$ cat config.mk
export PLATFORM = sky130hd
export DESIGN_NAME = thresh_watch
export DESIGN_NICKNAME = d
export VERILOG_FILES = /design/src/rtl/tw_pkg.sv /design/src/rtl/tw_cmp.sv /design/src/rtl/tw_filter.sv /design/src/rtl/thresh_watch.sv
export SDC_FILE = /design/constraint.sdc
export NUM_CORES = 1
export LEC_CHECK = 0
export BUFFER_PORTS_ARGS = -buffer_cell sky130_fd_sc_hd__buf_4
export CAP_MARGIN = 10
export CORE_ASPECT_RATIO = 2
export CORE_MARGIN = 4
export CORE_UTILIZATION = 57
export DETAILED_ROUTE_END_ITERATION = 16
export PLACE_DENSITY = 0.85
export SKIP_CTS_REPAIR_TIMING = 1
export SYNTH_ARGS = -nofsm -noshare
export SYNTH_HDL_FRONTEND = slang
export SYNTH_HIERARCHICAL = 1
export SYNTH_SLANG_ARGS = --single-unit
$ cat constraint.sdc
create_clock -name clk -period 2.3 [get_ports clk]
set_input_delay 0.115 -clock clk [delete_from_list [all_inputs] [get_ports clk]]
set_output_delay 0.115 -clock clk [all_outputs]
set_load 0.005 [all_outputs]
$ cat src/rtl/tw_pkg.sv
package tw_pkg;
   localparam int LIMS = 4;
   localparam int RUNW = 3;

   typedef enum logic [1:0] {
      LIM_LO_A = 2'd0,
      LIM_LO_B = 2'd1,
      LIM_HI_A = 2'd2,
      LIM_HI_B = 2'd3
   } lim_kind_e;

   function automatic logic [RUNW-1:0] run_need(input logic [1:0] code);
      case (code)
         2'b00:   run_need = RUNW'(1);
         2'b01:   run_need = RUNW'(2);
         2'b10:   run_need = RUNW'(4);
         default: run_need = RUNW'(6);
      endcase
   endfunction
endpackage

$ cat src/rtl/tw_cmp.sv
module tw_cmp #(
   parameter int DW    = 10,
   parameter bit UPPER = 1'b1
) (
   input  logic [DW-1:0] val,
   input  logic [DW-1:0] lim,
   input  logic          sgn,
   output logic          viol
);
   logic off;
   logic beyond;

   generate
      if (UPPER) begin : g_upper
         assign off    = (lim == {DW{1'b1}});
         assign beyond = sgn ? ($signed(val) > $signed(lim)) : (val > lim);
      end else begin : g_lower
         assign off    = (lim == {DW{1'b0}});
         assign beyond = sgn ? ($signed(val) < $signed(lim)) : (val < lim);
      end
   endgenerate

   assign viol = beyond & ~off;
endmodule

$ cat src/rtl/tw_filter.sv
module tw_filter
   import tw_pkg::*;
(
   input  logic       clk,
   input  logic       rst_n,
   input  logic       hit,
   input  logic       viol,
   input  logic [1:0] run_set,
   output logic       flt,
   output logic       stat
);
   logic [RUNW-1:0] cnt;
   logic [1:0]      prev_set;
   logic [RUNW-1:0] need;
   logic [RUNW:0]   cnt_inc;

   assign need    = run_need(run_set);
   assign cnt_inc = {1'b0, cnt} + 1'b1;

   always_ff @(posedge clk) begin
      if (!rst_n) begin
         cnt      <= '0;
         flt      <= 1'b0;
         stat     <= 1'b0;
         prev_set <= '0;
      end else begin
         prev_set <= run_set;
         if (hit) stat <= viol;
         if (run_set != prev_set) begin
            cnt <= '0;
            flt <= 1'b0;
         end else if (hit) begin
            if (viol) begin
               if (cnt < need) cnt <= cnt_inc[RUNW-1:0];
               flt <= (cnt_inc >= {1'b0, need});
            end else begin
               cnt <= '0;
               flt <= 1'b0;
            end
         end
      end
   end
endmodule

$ cat src/rtl/thresh_watch.sv
module thresh_watch #(
   parameter int NCH = 4,
   parameter int DW  = 10,
   localparam int CHW  = (NCH > 1) ? $clog2(NCH) : 1,
   localparam int NLIM = NCH * tw_pkg::LIMS
) (
   input  logic              clk,
   input  logic              rst_n,
   input  logic              smp_vld,
   input  logic [CHW-1:0]    smp_ch,
   input  logic [DW-1:0]     smp_val,
   input  logic [NLIM*DW-1:0] cfg_lim,
   input  logic [NLIM*2-1:0] cfg_run,
   input  logic [NCH-1:0]    cfg_signed,
   output logic [NLIM-1:0]   lim_fault,
   output logic [NCH-1:0]    ch_fault,
   output logic [NLIM-1:0]   live_stat
);
   generate
      if (DW < 2) begin : g_bad_dw
         $error("thresh_watch: DW must be at least 2");
      end
      if (NCH < 1) begin : g_bad_nch
         $error("thresh_watch: NCH must be at least 1");
      end
   endgenerate

   generate
      for (genvar c = 0; c < NCH; c++) begin : g_ch
         logic hit;
         assign hit = smp_vld && (smp_ch == CHW'(c));

         for (genvar k = 0; k < tw_pkg::LIMS; k++) begin : g_lim
            localparam int IDX = c * tw_pkg::LIMS + k;
            logic viol;

            tw_cmp #(.DW(DW), .UPPER(k >= 2)) u_cmp (
               .val  (smp_val),
               .lim  (cfg_lim[IDX*DW +: DW]),
               .sgn  (cfg_signed[c]),
               .viol (viol)
            );

            tw_filter u_flt (
               .clk     (clk),
               .rst_n   (rst_n),
               .hit     (hit),
               .viol    (viol),
               .run_set (cfg_run[IDX*2 +: 2]),
               .flt     (lim_fault[IDX]),
               .stat    (live_stat[IDX])
            );
         end

         assign ch_fault[c] = |lim_fault[c*tw_pkg::LIMS +: tw_pkg::LIMS];
      end
   endgenerate
endmodule

After elaboration in Yosys (flattened, before gate mapping)
Cells that the tools add are included.
{"block": "op_classes", "n_addsub": 16, "magnitude_cmp": 64, "n_eq_ne": 75, "mux": 80, "bitwise": 33, "n_reduce_logical": 65}
{"op": "$gt 10x10->1", "n": 16}
{"op": "$lt 10x10->1", "n": 16}
{"op": "$pmux 3 s3", "n": 16}
{"op": "$mux 3", "n": 32}
{"op": "$eq 10x10->1 const B", "n": 8}
{"op": "$logic_not 10->1", "n": 8}
{"op": "$add 3x1->4 const B", "n": 16}
{"op": "$ge 4x3->1", "n": 16}
{"op": "$lt 3x3->1", "n": 16}
{"op": "$eq 2x2->1 const B", "n": 18}
{"op": "$eq 2x1->1 const B", "n": 17}
{"op": "$logic_not 2->1", "n": 17}
{"op": "$mux 1", "n": 32}
{"op": "$ne 2x2->1", "n": 16}
{"op": "$ne 2x2->1 const B", "n": 16}
{"op": "$reduce_and 2->1", "n": 16}
{"op": "$reduce_or 2->1", "n": 16}
{"op": "$not 1->1", "n": 17}
{"op": "$and 1x1->1", "n": 16}
{"op": "$reduce_or 4->1", "n": 4}
{"op": "$logic_and 1x1->1", "n": 4}
{"block": "totals", "regBits": 112, "in_bits": 211, "out_inout_bits": 36, "elab_cells": 397}

Longest topological paths before layout
{"block": "depth", "depth_word": 5, "ltp_mapped": 11, "mapped_depth_nobuf": 11}

Hierarchy
The synthesis kept the hierarchy.
{"module": "tw_filter", "instances": 16, "cells_per_inst": 53, "area_per_inst_um2": 459.2, "seq_area_each_um2": 140.1}
{"module": "tw_cmp at g_ch[0].g_lim[2].u_cmp ...", "instances": 8, "cells_per_inst": 43, "area_per_inst_um2": 315.3, "seq_area_each_um2": 0.0}
{"module": "tw_cmp at g_ch[0].g_lim[0].u_cmp ...", "instances": 8, "cells_per_inst": 38, "area_per_inst_um2": 271.5, "seq_area_each_um2": 0.0}
{"module": "thresh_watch", "instances": 1, "cells_per_inst": 8, "area_per_inst_um2": 61.3, "seq_area_each_um2": 0.0}

Worst setup path after synthesis
Ideal clock, no wire load.
{"block": "synth_timing", "kind": "input to register", "start": "in cfg_lim[27]", "end": "reg g_ch[0].g_lim[2].u_flt.cnt[1]", "setup_time_ns": 0.120, "arrival_time_ns": 1.821, "t_required_ns": 2.180, "slack_ns": 0.359, "path_stages": 10, "path_buffers": 0, "path_cell_list": "inv_1 ha_1 a211oi_2 nor2_1 a2111oi_2 mux2_2 nand2_1 nand2_1 a2bb2oi_1 a21oi_1"}
{"block": "synth_between", "elab_chain_len": 5, "elab_cells_between_ends": 9, "cone_classes": "order compare (2); eq/ne (2); mux (2); bitwise (2); reduce/logical (1)"}
{"element": "from (decl)", "line_no": "thresh_watch.sv:12", "rtl": "input logic [NLIM*DW-1:0] cfg_lim,"}
{"element": "$gt 10x10->1 / $eq 10x10->1 (equally long branches)", "line_no": "tw_cmp.sv:16, tw_cmp.sv:15"}
{"element": "$mux 1 / $not 1->1 (equally long branches)", "line_no": "tw_cmp.sv:16, tw_cmp.sv:23"}
{"element": "$and 1x1->1 (*)", "line_no": "tw_cmp.sv:23", "rtl": "assign viol = beyond & ~off;"}
{"element": "net g_ch[0].g_lim[2].viol", "line_no": "thresh_watch.sv:35", "rtl": "logic viol;"}
{"element": "$ne 2x2->1 (no source line)"}
{"element": "$reduce_and 2->1 (no source line)"}
{"element": "to (signal assigned)", "line_no": "tw_filter.sv:34", "rtl": "if (cnt < need) cnt <= cnt_inc[RUNW-1:0];"}
{"element": "to (decl)", "line_no": "tw_filter.sv:12", "rtl": "logic [RUNW-1:0] cnt;"}
The timed path passes the listed nets; every way through them passes the cells marked *.
A chain may end at the register's enable or synchronous reset.

Final worst setup path
{"block": "layout_timing", "start": "in smp_val[7]", "end": "reg g_ch[3].g_lim[1].u_flt.cnt[0]"}
{"block": "layout_between", "elab_chain_len": 5, "elab_cells_between_ends": 7, "cone_classes": "order compare (2); eq/ne (1); mux (2); bitwise (1); reduce/logical (1)"}
{"element": "from (decl)", "line_no": "thresh_watch.sv:11", "rtl": "input logic [DW-1:0] smp_val,"}
{"element": "$lt 10x10->1", "line_no": "tw_cmp.sv:19", "rtl": "assign beyond = sgn ? ($signed(val) < $signed(lim)) : (val < lim);"}
{"element": "$mux 1 (*)", "line_no": "tw_cmp.sv:19"}
{"element": "$and 1x1->1 (*)", "line_no": "tw_cmp.sv:23"}
{"element": "net g_ch[3].g_lim[1].viol", "line_no": "thresh_watch.sv:35"}
{"element": "$ne 2x2->1 (no source line)"}
{"element": "$reduce_and 2->1 (no source line)"}
{"element": "to (signal assigned)", "line_no": "tw_filter.sv:34"}
{"element": "to (decl)", "line_no": "tw_filter.sv:12"}
Marks and branches as above.

==> flow_summary.toml <==
[drt]
ant_nets = 0
vias = 12727
vias_per_cell = 6.11
wirelength_mm = 38.0
wire_per_inst_um = 18.2
drc = 0
dr.pass1.iters = 5
drt-initial-drc-count = 685

[synthesis]
synth_seq_area_share_pct = 18.5
synth.avg_cell_area_um2 = 8.05
synth_warnings = 6
synth_cell_types = 38
syn-cell-area_um2 = 12100
synth_seq_cells = 112
syn_inst = 1504
syn-num-nets = 1979

[placed_design]
post-place-ws_ps = -63.1
dp_hpwl_mm = 30.5
port_buffers = 246
gp_congestion = 0.956

[setup_path]
r2r-start = "g_ch[1].g_lim[1].u_flt/cnt[0]"
critical-path-top-delay-family = "compound AO/OA/AOI/OAI gates"
slowest_stage = "ha_1"
worstSetupPathType = "input pin to flip-flop"
reg2regPathDepth = 5
worst_setup_path_start_kind = "input pin"
critPathMaxFanout = 14
worst-path-buf-inv = 2
crit_chain = "buf_4 > buf_4 > ha_1 > a211oi_1 > nor2_1 > a211oi_2 > o221ai_1 > a21oi_2 > nand2_1 > nor2_1 > nand3_1 > a31oi_1"
worst_setup_path_end_kind = "flip-flop"
cp.required_ps = 2600
worstPathArrival_ps = 2320
r2r-end = "g_ch[1].g_lim[1].u_flt/flt"
critical_path.max_stage_delay_ps = 300
r2r_slack_ps = 540

[final_layout]
area_delta_synth_final_pct = 24.5
fillers = 1649
postLayoutCoreUtil_pct = 72.0
fin_nets = 2283
drive_above_1_share_pct = 19.3
seq_area_um2 = 2240
multi_input_area_um2 = 8930

[min_path]
min_from = "cfg_run[7]"
holdPathStages = 2
hold_class = "input pin to flip-flop"
min_to = "g_ch[0].g_lim[3].u_flt/prev_set[1]"

[clock_network]
cts.sinks = 112
cts_tree = "done"
cts_buffer_depth = 2
clk_pin_slew_ps = 80
insertion_delay_ps = 380
cts-root-buf = "clkbuf_16"
htree_levels = 3
cts_buffers = 9

[sta]
slew_viol_final = 0
finalSetupViolCount = 0
holdWs_ps = -10.9
relSlewSlack_pct = 57.0
clock_skew_ps = 8.09
setup_tns_ps = 0
rsz0062_at_grt = "false"
hold_viol_final = 5
tightest_slew_ps = 645
timing.fmax_ghz = 0.494
setup_ws_ps = 277
finalCritPeriodShare_pct = 88.0
final.min_clock_period_ps = 2020

[die]
rows = 75
core_um2 = 20900
chipWidth_um = 111
dieArea_um2 = 23800
ioPinCount = 247
dieHeight_um = 214
initial_utilization_pct = 57.8

[run]
cap_viol_max_count = 0

[global_route]
grt_max_degree = 37
grt_overflow = 0
grt_pass1_wl_mm = 61.7
grt_use_total_pct = 31.4
antenna_found_initial = 2
grt_pass1_vias = 13337

[power_and_ir_drop]
ir_drop_v = 0.000381
p_per_area_nw_per_um2 = 382
power_leakage_nw = 7.30

[outcome]
status = "finished, violations left"
violations = "negative hold slack"
## worst max-delay path by stage
stage / cells past startpoint / end / from
after floorplan: 10 / g_ch[0].g_lim[2].u_flt/cnt[1] / cfg_lim[27]
after global placement: 10 / g_ch[1].g_lim[3].u_flt/cnt[1] / smp_val[3]
after detailed placement: 12 / g_ch[3].g_lim[0].u_flt/cnt[0] / smp_val[7]
after CTS: 12 / g_ch[3].g_lim[1].u_flt/cnt[2] / smp_val[7]
after global routing: 12 / g_ch[3].g_lim[1].u_flt/cnt[2] / smp_val[7]
final: 12 / g_ch[3].g_lim[1].u_flt/cnt[0] / smp_val[7]
## synthesized netlist by cell type, drive strengths merged
cell | count | area (um2)
mux2 | 8 | 90.1
a21o | 8 | 60.1
nand4 | 64 | 400
nor3 | 16 | 80.1
nor2b | 24 | 270
inv | 248 | 931
a21oi | 64 | 350
xor2 | 16 | 140
nor3b | 9 | 67.6
a2111oi | 8 | 120
and3 | 1 | 6.26
a2bb2oi | 16 | 140
and4 | 8 | 80.1
and2 | 32 | 200
nor4 | 16 | 100
o2111ai | 16 | 140
dfxtp | 112 | 2240
o221ai | 8 | 70.1
xnor2 | 32 | 280
a311oi | 16 | 140
a31oi | 16 | 100
ha | 264 | 3300
nand2b | 16 | 100
nand4b | 16 | 140
o32a | 16 | 160
o21ai | 56 | 280
a21boi | 32 | 240
nor2 | 64 | 240
or3 | 8 | 50.1
and3b | 2 | 17.5
nand2 | 152 | 571
or4 | 20 | 150
nand3 | 64 | 320
a211oi | 40 | 380
a221oi | 16 | 140
## cells by family after synthesis
logic type                 Yosys count  synth area share, %
AOI/OAI and AO/OA                  312                 19.2
xor gates and xnor gates            48                 3.47
adders and majority gates          264                 27.3
buffers and inverters              248                 7.69
DFF                                112                 18.5
muxes                                8                0.744
and+or+nand+nor                    512                 23.1
## layer usage
metal / global-route usage, % / share of wire (%) / wire length (um) / vias up
met2: 57.4 / 51 / 19500 / 558
met5: 0 / 0 / 0 / -
met3: 6.50 / 6.8 / 2600 / 179
li1: - / - / - / 6078
met1: 30.5 / 34 / 13000 / 5912
met4: 23.3 / 7.7 / 2910 / 0
## state kept, by name, summed over array words and instances, names as in the netlist
signal	count
g_ch.g_lim.u_flt/cnt	48
g_ch.g_lim.u_flt/prev_set	32
g_ch.g_lim.u_flt/flt	16
g_ch.g_lim.u_flt/stat	16
## power breakdown
part / internal (mW) / switching [mW]
clock network: 1.11 / 0.801
logic: 0.871 / 0.971
registers: 1.98 / 0.0289
total: 3.96 / 1.80
## layout make-up
cell class,instances,area share (%)
diodes,2,0.0332
multi-input cells,1144,59.3
inverters,248,6.18
well taps,269,2.23
flip-flops and latches,112,14.9
clock buffers,11,1.61
clock inverters,5,0.731
repair buffers,293,15.1
## stage by stage
stage | cells | area [um2] | total power [mW]
global route | 2084 | 15100 | 6.07
global placement | 2043 | 14500 | 3.76
floorplan | 1504 | 12100 | 3.05
finish | 2084 | 15100 | 5.76
CTS | 2059 | 14800 | 5.74
detailed placement | 2043 | 14500 | 3.84
## layout by cell type, fill, tap and decap left out, types with 9 or more instances in the layout
cell and n:
a211oi_2 16, nand3_1 64, nand2b_1 16, xnor2_1 32
o21ai_0 56, and2_1 32, dfxtp_1 112, or4_1 20
a21boi_0 32, nand4b_1 16, nor4_1 16, o2111ai_1 16
inv_1 248, xor2_1 16, a211oi_1 24, nand2_1 152
ha_1 264, a31oi_1 16, a221oi_1 16, a2bb2oi_1 16
a311oi_1 16, nor2b_4 16, buf_4 269, nor3_1 16
a21oi_1 56, nor2_1 64, o32a_1 16, nand4_1 64
dlygate4sd3_1 23, clkbuf_16 9
No activity file was read; power rests on OpenSTA's default activity.
